--- config.mk ---
export PLATFORM = sky130hd
export DESIGN_NAME = strobe_port
export DESIGN_NICKNAME = d
export VERILOG_FILES = /design/src/rtl/hs_port_pkg.sv /design/src/rtl/hs_sync.sv /design/src/rtl/hs_rx_fsm.sv /design/src/rtl/hs_tx_fsm.sv /design/src/rtl/strobe_port.sv
export SDC_FILE = /design/constraint.sdc
export NUM_CORES = 1
export LEC_CHECK = 0
export ABC_AREA = 1
export BUFFER_PORTS_ARGS = -buffer_cell sky130_fd_sc_hd__buf_4
export CORE_MARGIN = 4
export CORE_UTILIZATION = 50
export DETAILED_ROUTE_END_ITERATION = 16
export GPL_ROUTABILITY_DRIVEN = 0
export PLACE_DENSITY = 0.85
export SKIP_LAST_GASP = 1
export SLEW_MARGIN = 20
export SYNTH_ARGS = -nofsm -noshare
export SYNTH_HDL_FRONTEND = slang
export SYNTH_SLANG_ARGS = --single-unit
--- constraint.sdc ---
create_clock -name clk -period 3.7 [get_ports clk]
set_input_delay 0.74 -clock clk [delete_from_list [all_inputs] [get_ports clk]]
set_output_delay 0.74 -clock clk [all_outputs]
set_load 0.1 [all_outputs]
--- src/rtl/hs_port_pkg.sv ---
package hs_port_pkg;

    typedef enum logic [1:0] {
        RX_IDLE = 2'd0,
        RX_HOLD = 2'd1,
        RX_FULL = 2'd2
    } rx_state_t;

    typedef enum logic [1:0] {
        TX_IDLE    = 2'd0,
        TX_SETUP   = 2'd1,
        TX_STROBE  = 2'd2,
        TX_RELEASE = 2'd3
    } tx_state_t;

endpackage

--- src/rtl/hs_sync.sv ---
module hs_sync #(
    parameter int               WIDTH     = 2,
    parameter int               STAGES    = 2,
    parameter logic [WIDTH-1:0] RESET_VAL = '1
) (
    input  logic             clk,
    input  logic             rst_n,
    input  logic [WIDTH-1:0] async_in,
    output logic [WIDTH-1:0] sync_out
);

    localparam int LAST = STAGES - 1;

    logic [STAGES-1:0][WIDTH-1:0] chain_q;

    always_ff @(posedge clk or negedge rst_n) begin
        if (!rst_n) begin
            chain_q <= {STAGES{RESET_VAL}};
        end else begin
            chain_q <= {chain_q[LAST-1:0], async_in};
        end
    end

    assign sync_out = chain_q[LAST];

endmodule

--- src/rtl/hs_rx_fsm.sv ---
module hs_rx_fsm
    import hs_port_pkg::*;
#(
    parameter int DATA_W = 8
) (
    input  logic              clk,
    input  logic              rst_n,
    input  logic              enable,
    input  logic              dav_sync,
    input  logic [DATA_W-1:0] pad_data,
    input  logic              rd_ready,
    output logic              rdy,
    output logic [DATA_W-1:0] buf_data,
    output logic              buf_valid,
    output logic              done_pulse
);

    rx_state_t state_q, state_d;
    logic      dav_prev_q;
    logic      dav_fall;
    logic      capture;
    logic      drain;

    assign dav_fall = dav_prev_q && !dav_sync;
    assign capture  = enable && (state_q == RX_IDLE) && !buf_valid && dav_fall;
    assign drain    = buf_valid && rd_ready;

    // state register
    always_ff @(posedge clk or negedge rst_n) begin
        if (!rst_n) begin
            state_q <= RX_IDLE;
        end else begin
            state_q <= state_d;
        end
    end

    // next-state logic
    always_comb begin
        state_d = state_q;
        if (!enable) begin
            state_d = RX_IDLE;
        end else begin
            unique case (state_q)
                RX_IDLE: begin
                    if (capture)        state_d = RX_HOLD;
                    else if (buf_valid) state_d = RX_FULL;
                end
                RX_HOLD: begin
                    if (dav_sync) state_d = (buf_valid && !drain) ? RX_FULL : RX_IDLE;
                end
                RX_FULL: begin
                    if (drain) state_d = RX_IDLE;
                end
                default: state_d = RX_IDLE;
            endcase
        end
    end

    // outputs
    always_comb begin
        rdy = !enable || ((state_q == RX_IDLE) && !buf_valid);
    end

    // datapath: edge history, buffer, completion pulse
    always_ff @(posedge clk or negedge rst_n) begin
        if (!rst_n) begin
            dav_prev_q <= 1'b1;
            buf_data   <= '0;
            buf_valid  <= 1'b0;
            done_pulse <= 1'b0;
        end else begin
            dav_prev_q <= dav_sync;
            done_pulse <= capture;
            if (capture) begin
                buf_data  <= pad_data;
                buf_valid <= 1'b1;
            end else if (drain) begin
                buf_valid <= 1'b0;
            end
        end
    end

endmodule

--- src/rtl/hs_tx_fsm.sv ---
module hs_tx_fsm
    import hs_port_pkg::*;
#(
    parameter int DATA_W = 8
) (
    input  logic              clk,
    input  logic              rst_n,
    input  logic              enable,
    input  logic              rdy_sync,
    input  logic              wr_valid,
    input  logic [DATA_W-1:0] wr_data,
    output logic              wr_ready,
    output logic              dav_n,
    output logic [DATA_W-1:0] data_out,
    output logic              done_pulse
);

    tx_state_t state_q, state_d;
    logic      accept;
    logic      acked;

    assign accept = wr_valid && wr_ready;
    assign acked  = enable && (state_q == TX_STROBE) && !rdy_sync;

    // state register
    always_ff @(posedge clk or negedge rst_n) begin
        if (!rst_n) begin
            state_q <= TX_IDLE;
        end else begin
            state_q <= state_d;
        end
    end

    // next-state logic
    always_comb begin
        state_d = state_q;
        if (!enable) begin
            state_d = TX_IDLE;
        end else begin
            unique case (state_q)
                TX_IDLE:    if (accept)    state_d = TX_SETUP;
                TX_SETUP:   if (rdy_sync)  state_d = TX_STROBE;
                TX_STROBE:  if (!rdy_sync) state_d = TX_RELEASE;
                TX_RELEASE: if (rdy_sync)  state_d = TX_IDLE;
                default:                   state_d = TX_IDLE;
            endcase
        end
    end

    // outputs
    always_comb begin
        wr_ready = enable && (state_q == TX_IDLE);
        dav_n    = (state_q != TX_STROBE);
    end

    // datapath: output word and completion pulse
    always_ff @(posedge clk or negedge rst_n) begin
        if (!rst_n) begin
            data_out   <= '0;
            done_pulse <= 1'b0;
        end else begin
            done_pulse <= acked;
            if (accept) data_out <= wr_data;
        end
    end

endmodule

--- src/rtl/strobe_port.sv ---
module strobe_port #(
    parameter int DATA_W      = 8,
    parameter int SYNC_STAGES = 2
) (
    input  logic              clk,
    input  logic              rst_n,
    input  logic              dir_out,
    input  logic [DATA_W-1:0] pad_data_in,
    input  logic              pad_dav_n_in,
    output logic              pad_rdy_out,
    output logic [DATA_W-1:0] pad_data_out,
    output logic              pad_data_oe,
    output logic              pad_dav_n_out,
    input  logic              pad_rdy_in,
    output logic [DATA_W-1:0] rx_data,
    output logic              rx_valid,
    input  logic              rx_ready,
    input  logic [DATA_W-1:0] tx_data,
    input  logic              tx_valid,
    output logic              tx_ready,
    output logic              irq
);

    localparam int CTRL_W = 2;

    logic [CTRL_W-1:0] ctrl_sync;
    logic              dav_s;
    logic              rdy_s;
    logic              rx_done;
    logic              tx_done;

    hs_sync #(
        .WIDTH    (CTRL_W),
        .STAGES   (SYNC_STAGES),
        .RESET_VAL({CTRL_W{1'b1}})
    ) u_sync (
        .clk     (clk),
        .rst_n   (rst_n),
        .async_in({pad_rdy_in, pad_dav_n_in}),
        .sync_out(ctrl_sync)
    );

    assign dav_s = ctrl_sync[0];
    assign rdy_s = ctrl_sync[1];

    hs_rx_fsm #(.DATA_W(DATA_W)) u_rx (
        .clk       (clk),
        .rst_n     (rst_n),
        .enable    (!dir_out),
        .dav_sync  (dav_s),
        .pad_data  (pad_data_in),
        .rd_ready  (rx_ready),
        .rdy       (pad_rdy_out),
        .buf_data  (rx_data),
        .buf_valid (rx_valid),
        .done_pulse(rx_done)
    );

    hs_tx_fsm #(.DATA_W(DATA_W)) u_tx (
        .clk       (clk),
        .rst_n     (rst_n),
        .enable    (dir_out),
        .rdy_sync  (rdy_s),
        .wr_valid  (tx_valid),
        .wr_data   (tx_data),
        .wr_ready  (tx_ready),
        .dav_n     (pad_dav_n_out),
        .data_out  (pad_data_out),
        .done_pulse(tx_done)
    );

    assign pad_data_oe = dir_out;
    assign irq         = rx_done | tx_done;

endmodule

After elaboration in Yosys (flattened, before gate mapping). Cells that the tools add are included.

Reductions and logical operators: 22. Shift operators: 0. Multiplexer cells: 15. Bitwise gates (word level): 1. Div/mod/pow operators: 0. Equality and inequality tests: 13. $add $sub $neg: 0. Magnitude comparators: 0. Multiply operators: 0.

Operator list (number): 2-to-1 mux 2 bit (11); inequality test 3 bit (second input constant) (4); logical AND 1 bit (11); one-hot mux 2 bit (4 select lines) (1); equality test 2 bit (second input constant) (3); inequality test 3 x 2 -> 1 bit (second input constant) (2); one-hot mux 2 bit (3 select lines) (1); zero test 1 bit (5); equality test 2 x 1 -> 1 bit (second input constant) (2); zero test 2 bit (2); inequality test 4 x 2 -> 1 bit (second input constant) (1); AND reduction 4 bit (1); AND reduction 3 bit (1); 2-to-1 mux 1 bit (2); inequality test 2 bit (second input constant) (1); nonzero test 2 bit (1); logical OR 1 bit (1); OR 1 bit (1).

Bits in writable memories: 0. Latch bits: 0. Word-level logic and storage cells: 61. Memory bits (read-only): 0. Bits in registers: 28. Memories: 0.

Logic depth before layout (Yosys ltp).
Depth in word-level cells: 7. Depth in mapped cells: 7. Depth with buffers taken out: 7.

Modules after synthesis. Synthesis repeated with hierarchy kept, for this count alone.

Cells, all modules: 143. Area, all modules: 1267.5 um2.

Modules (own cells, without submodules): hs_tx_fsm (cells each 66, seq. area each 275.3 um2, instances 1, area each 566.8 um2); hs_rx_fsm (cells each 66, seq. area each 326.6 um2, instances 1, area each 558.0 um2); hs_sync (cells each 6, seq. area each 105.1 um2, instances 1, area each 120.1 um2); strobe_port (cells each 5, seq. area each 0.0 um2, instances 1, area each 22.5 um2).

Least setup slack after synthesis. OpenSTA, ideal clock, no wires.

Path type: flip-flop to output port. Start: reg u_rx.buf_valid. End: out pad_rdy_out. Path slack: 1.184 ns. Data arrival time: 1.776 ns. Data required time: 2.960 ns. Buffers on the path: 0. Cell stages (with the launch flop): 4. Path through: dfrtp_1 inv_1 nand2_1 nand2_1.

Longest elaborated chain between the ends: 3.

Ends and longest elaborated chain: start, declared (RTL line hs_rx_fsm.sv:14) `output logic buf_valid,`; start signal, assigned (RTL line hs_rx_fsm.sv:69) `buf_valid <= 1'b0;`; start signal, assigned (RTL line hs_rx_fsm.sv:76) `buf_valid <= 1'b1;`; start signal, assigned (RTL line hs_rx_fsm.sv:78) `buf_valid <= 1'b0;`; zero test 1 bit (RTL line hs_rx_fsm.sv:61) `rdy = !enable || ((state_q == RX_IDLE) && !buf_valid);`; logical AND 1 bit (RTL line hs_rx_fsm.sv:61); logical OR 1 bit (RTL line hs_rx_fsm.sv:61); end, declared (RTL line strobe_port.sv:10) `output logic pad_rdy_out,`.

No other way between the ends.

Worst setup path in the final report.
Start: reg u_tx.state_q[0]. End: out tx_ready.

Longest elaborated chain between the ends: 2.

Ends and longest elaborated chain: start, declared (RTL line hs_tx_fsm.sv:18) `tx_state_t state_q, state_d;`; start signal, assigned (RTL line hs_tx_fsm.sv:30) `state_q <= state_d;`; zero test 2 bit (RTL line hs_tx_fsm.sv:52) `wr_ready = enable && (state_q == TX_IDLE);`; logical AND 1 bit (RTL line hs_tx_fsm.sv:52); end, declared (RTL line strobe_port.sv:20) `output logic tx_ready,`.

No other way between the ends.

==> flow_summary_export.csv <==
group,metric,value,unit
clocking,cts_tree,"done",
routing,drc,0,
synth,synth_xor_area_share,0,%
timing,hold_violations,0,
finish,fillers,167,
clocking,holdBufCountCts,0,
worst_setup_path,critical_path_required,2.96,ns
global_routing,antenna_found_initial,0,
timing,worst_slew_pin_slew,0.345,ns
clocking,h-tree-depth,1,
routing,ant_nets,0,
clocking,clockBufferDepth,2,
place,port_buffers,44,
finish,nets,187,
routing,wl_per_cell,13.1,um
synth,ys_types,18,
synth,netlist_area,0.00117,sq mm
timing,slew_viol_final,0,
clocking,cts-resized-gates,0,
clocking,postCtsSetupRepairBufs,0,
routing,finalWirelength,2460,um
finish,areaGrowthSynthToFinish,32.8,%
floorplanning,std_cell_rows,17,
finish,insertedDiodeCount,0,
floorplanning,dieArea,0.00317,sq mm
clocking,clock_sinks,28,
routing,first_iter_violations,18,
floorplanning,start_util,52.7,%
place,hpwl,1950,um
timing,post-route-min-period,2.20,ns
synth,synth_cells,113,
routing,viasPerCell,5.04,
worst_setup_path,path_max_fanout,4,
timing,grt_setup_unrepaired,"false",
clocking,cts-root-buf,"clkbuf_4",
synth,yosys_warnings,0,
hold_path,hold_path.class,"input port to async pin",
routing,firstDrtPassIters,4,
synth,synthMuxAreaShare,7.73,%
synth,yosys.area_share.simple,20.6,%
timing,setup_tns,0,ns
global_routing,met1_usage,15.8,%
global_routing,grt_pass1_wl,4080,um
finish,drive_gt1_share,42.8,%
finish,final_common_cell,"buf_4",
synth,synth_top_family_by_area,"simple AND/OR/NAND/NOR gates",
timing,fin_skew,0.00588,ns
floorplanning,fp.dieH,56.3,um
synth,synth_compound_gate_area_share,2.15,%
timing,finalSetupViolations,0,
floorplanning,die_x,56.3,um
floorplanning,ios,45,
global_routing,grt_overflow,0,
routing,vias,943,
timing,fmax,454,MHz
synth,synth_nets,140,
synth,synth-adder-area-share,4.29,%
clocking,worstSkewPairLatency,0.32,ns
global_routing,grt_max_degree,29,
run,maxCapViolations,0,
global_routing,use_met2,29.7,%
worst_setup_path,arrival,1.46,ns
clocking,clkTransAtPathRegs,0.15,ns
global_routing,track_usage,16.0,%
worst_setup_path,cp-start-kind,"register",
floorplanning,coreArea,0.00221,sq mm
timing,slew_headroom,77.0,%
worst_setup_path,crit_path_end_kind,"primary output",
synth,ys_ff_latch,28,
worst_setup_path,crit_type,"register to primary output",
global_routing,met3_usage,5.52,%
outcome,outcome,"complete, no violations",
global_routing,grt_pass1_vias,1012,
timing,fin_crit_sh,59.6,%
synth,seq_area_frac_synth,60.6,%
finish,layout_common_cells,"44 x buf_4, 38 x nand2_1, 23 x dfrtp_1",
global_routing,gr-max-usage-layer,"met2",
synth,avgSynthCellArea,10.3,sq um
clocking,cts_buffers,3,
-- layout make-up --
type / instances / area [sq um] / area share, %
flip-flops and latches: 28 / 707 / 45.6
multi-input cells: 74 / 405 / 26.2
repair buffers: 44 / 330 / 21.3
clock buffers: 4 / 36.3 / 2.34
inverters: 9 / 35.0 / 2.26
well taps: 28 / 35.0 / 2.26
-- critical path: stages (launching register included) --
cell     delay [ns]
dfrtp_1        0.44
inv_1          0.12
ha_1           0.15
nand2_1        0.06
inv_1          0.08
buf_4          0.29
-- cells in the mapped netlist --
library cell,number,area (sq um)
dfrtp_1,23,576
nor2_1,5,18.8
buf_6,1,11.3
dfstp_2,5,131
nand2_2,1,6.26
nor3_1,1,5.00
buf_4,1,7.51
or2_4,1,8.76
inv_1,7,26.3
nand3_1,8,40.0
nand2_1,38,143
or2_2,2,12.5
inv_2,1,3.75
nor2_2,1,6.26
o21ai_0,5,25.0
clkinv_2,1,5.00
mux2_2,8,90.1
ha_1,4,50.1
-- metal layers --
layer / vias to the layer above / share of wire (%)
li1: 445 / -
met1: 449 / 37
met2: 41 / 53
met3: 8 / 8.3
met4: 0 / 2.2
met5: - / 0
-- logic make-up (layout without fill, tap and decap cells) --
kind of cell               Yosys count  in the layout
DFF                                 28             28
and+or+nand+nor                     57             57
buffers and inverters               11             57
muxes                                8              8
adders and majority gates            4              4
AOI/OAI and AO/OA                    5              5
-- worst paths after layout --
path	from	endpoint	cells past startpoint	slack (ns)
min in group clk	u_sync.chain_q[1]	u_sync.sync_out[1]	0	0.37
worst min-delay path	rst_n	u_tx.data_out[0]	1	0.29
worst max-delay path	u_tx.state_q[0]	tx_ready	5	1.50
worst min register to register	u_sync.chain_q[1]	u_sync.sync_out[1]	0	0.37
worst max register to register	u_tx.state_q[0]	u_tx.data_out[4]	6	2.23
max in group asynchronous	rst_n	u_sync.sync_out[1]	1	3.10
-- through the flow --
step | util, % | setup slack (ns) | std cells | hold slack (ns) | cell area (sq um)
floorplan | - | 1.18 | 113 | 0.345 | 1170
global placement | 68.4 | 1.69 | 183 | 0.345 | 1510
detailed placement | 68.4 | 1.67 | 183 | 0.347 | 1510
CTS | 70.0 | 1.49 | 187 | 0.304 | 1550
global route | 70.0 | 1.40 | 187 | 0.301 | 1550
finish | 70.0 | 1.50 | 187 | 0.289 | 1550
-- registers in the layout (all words and copies together), names as in the netlist --
signal           cells
u_tx.done_pulse      1
u_rx.state_q         2
u_tx.data_out        8
u_rx.done_pulse      1
u_rx.buf_valid       1
u_sync.chain_q       2
u_rx.buf_data        8
u_rx.dav_prev_q      1
u_sync.sync_out      2
u_tx.state_q         2
Power is left out: the tool's default activity adds up to more than one toggle a clock period on the data nets, which glitch-free logic cannot reach.
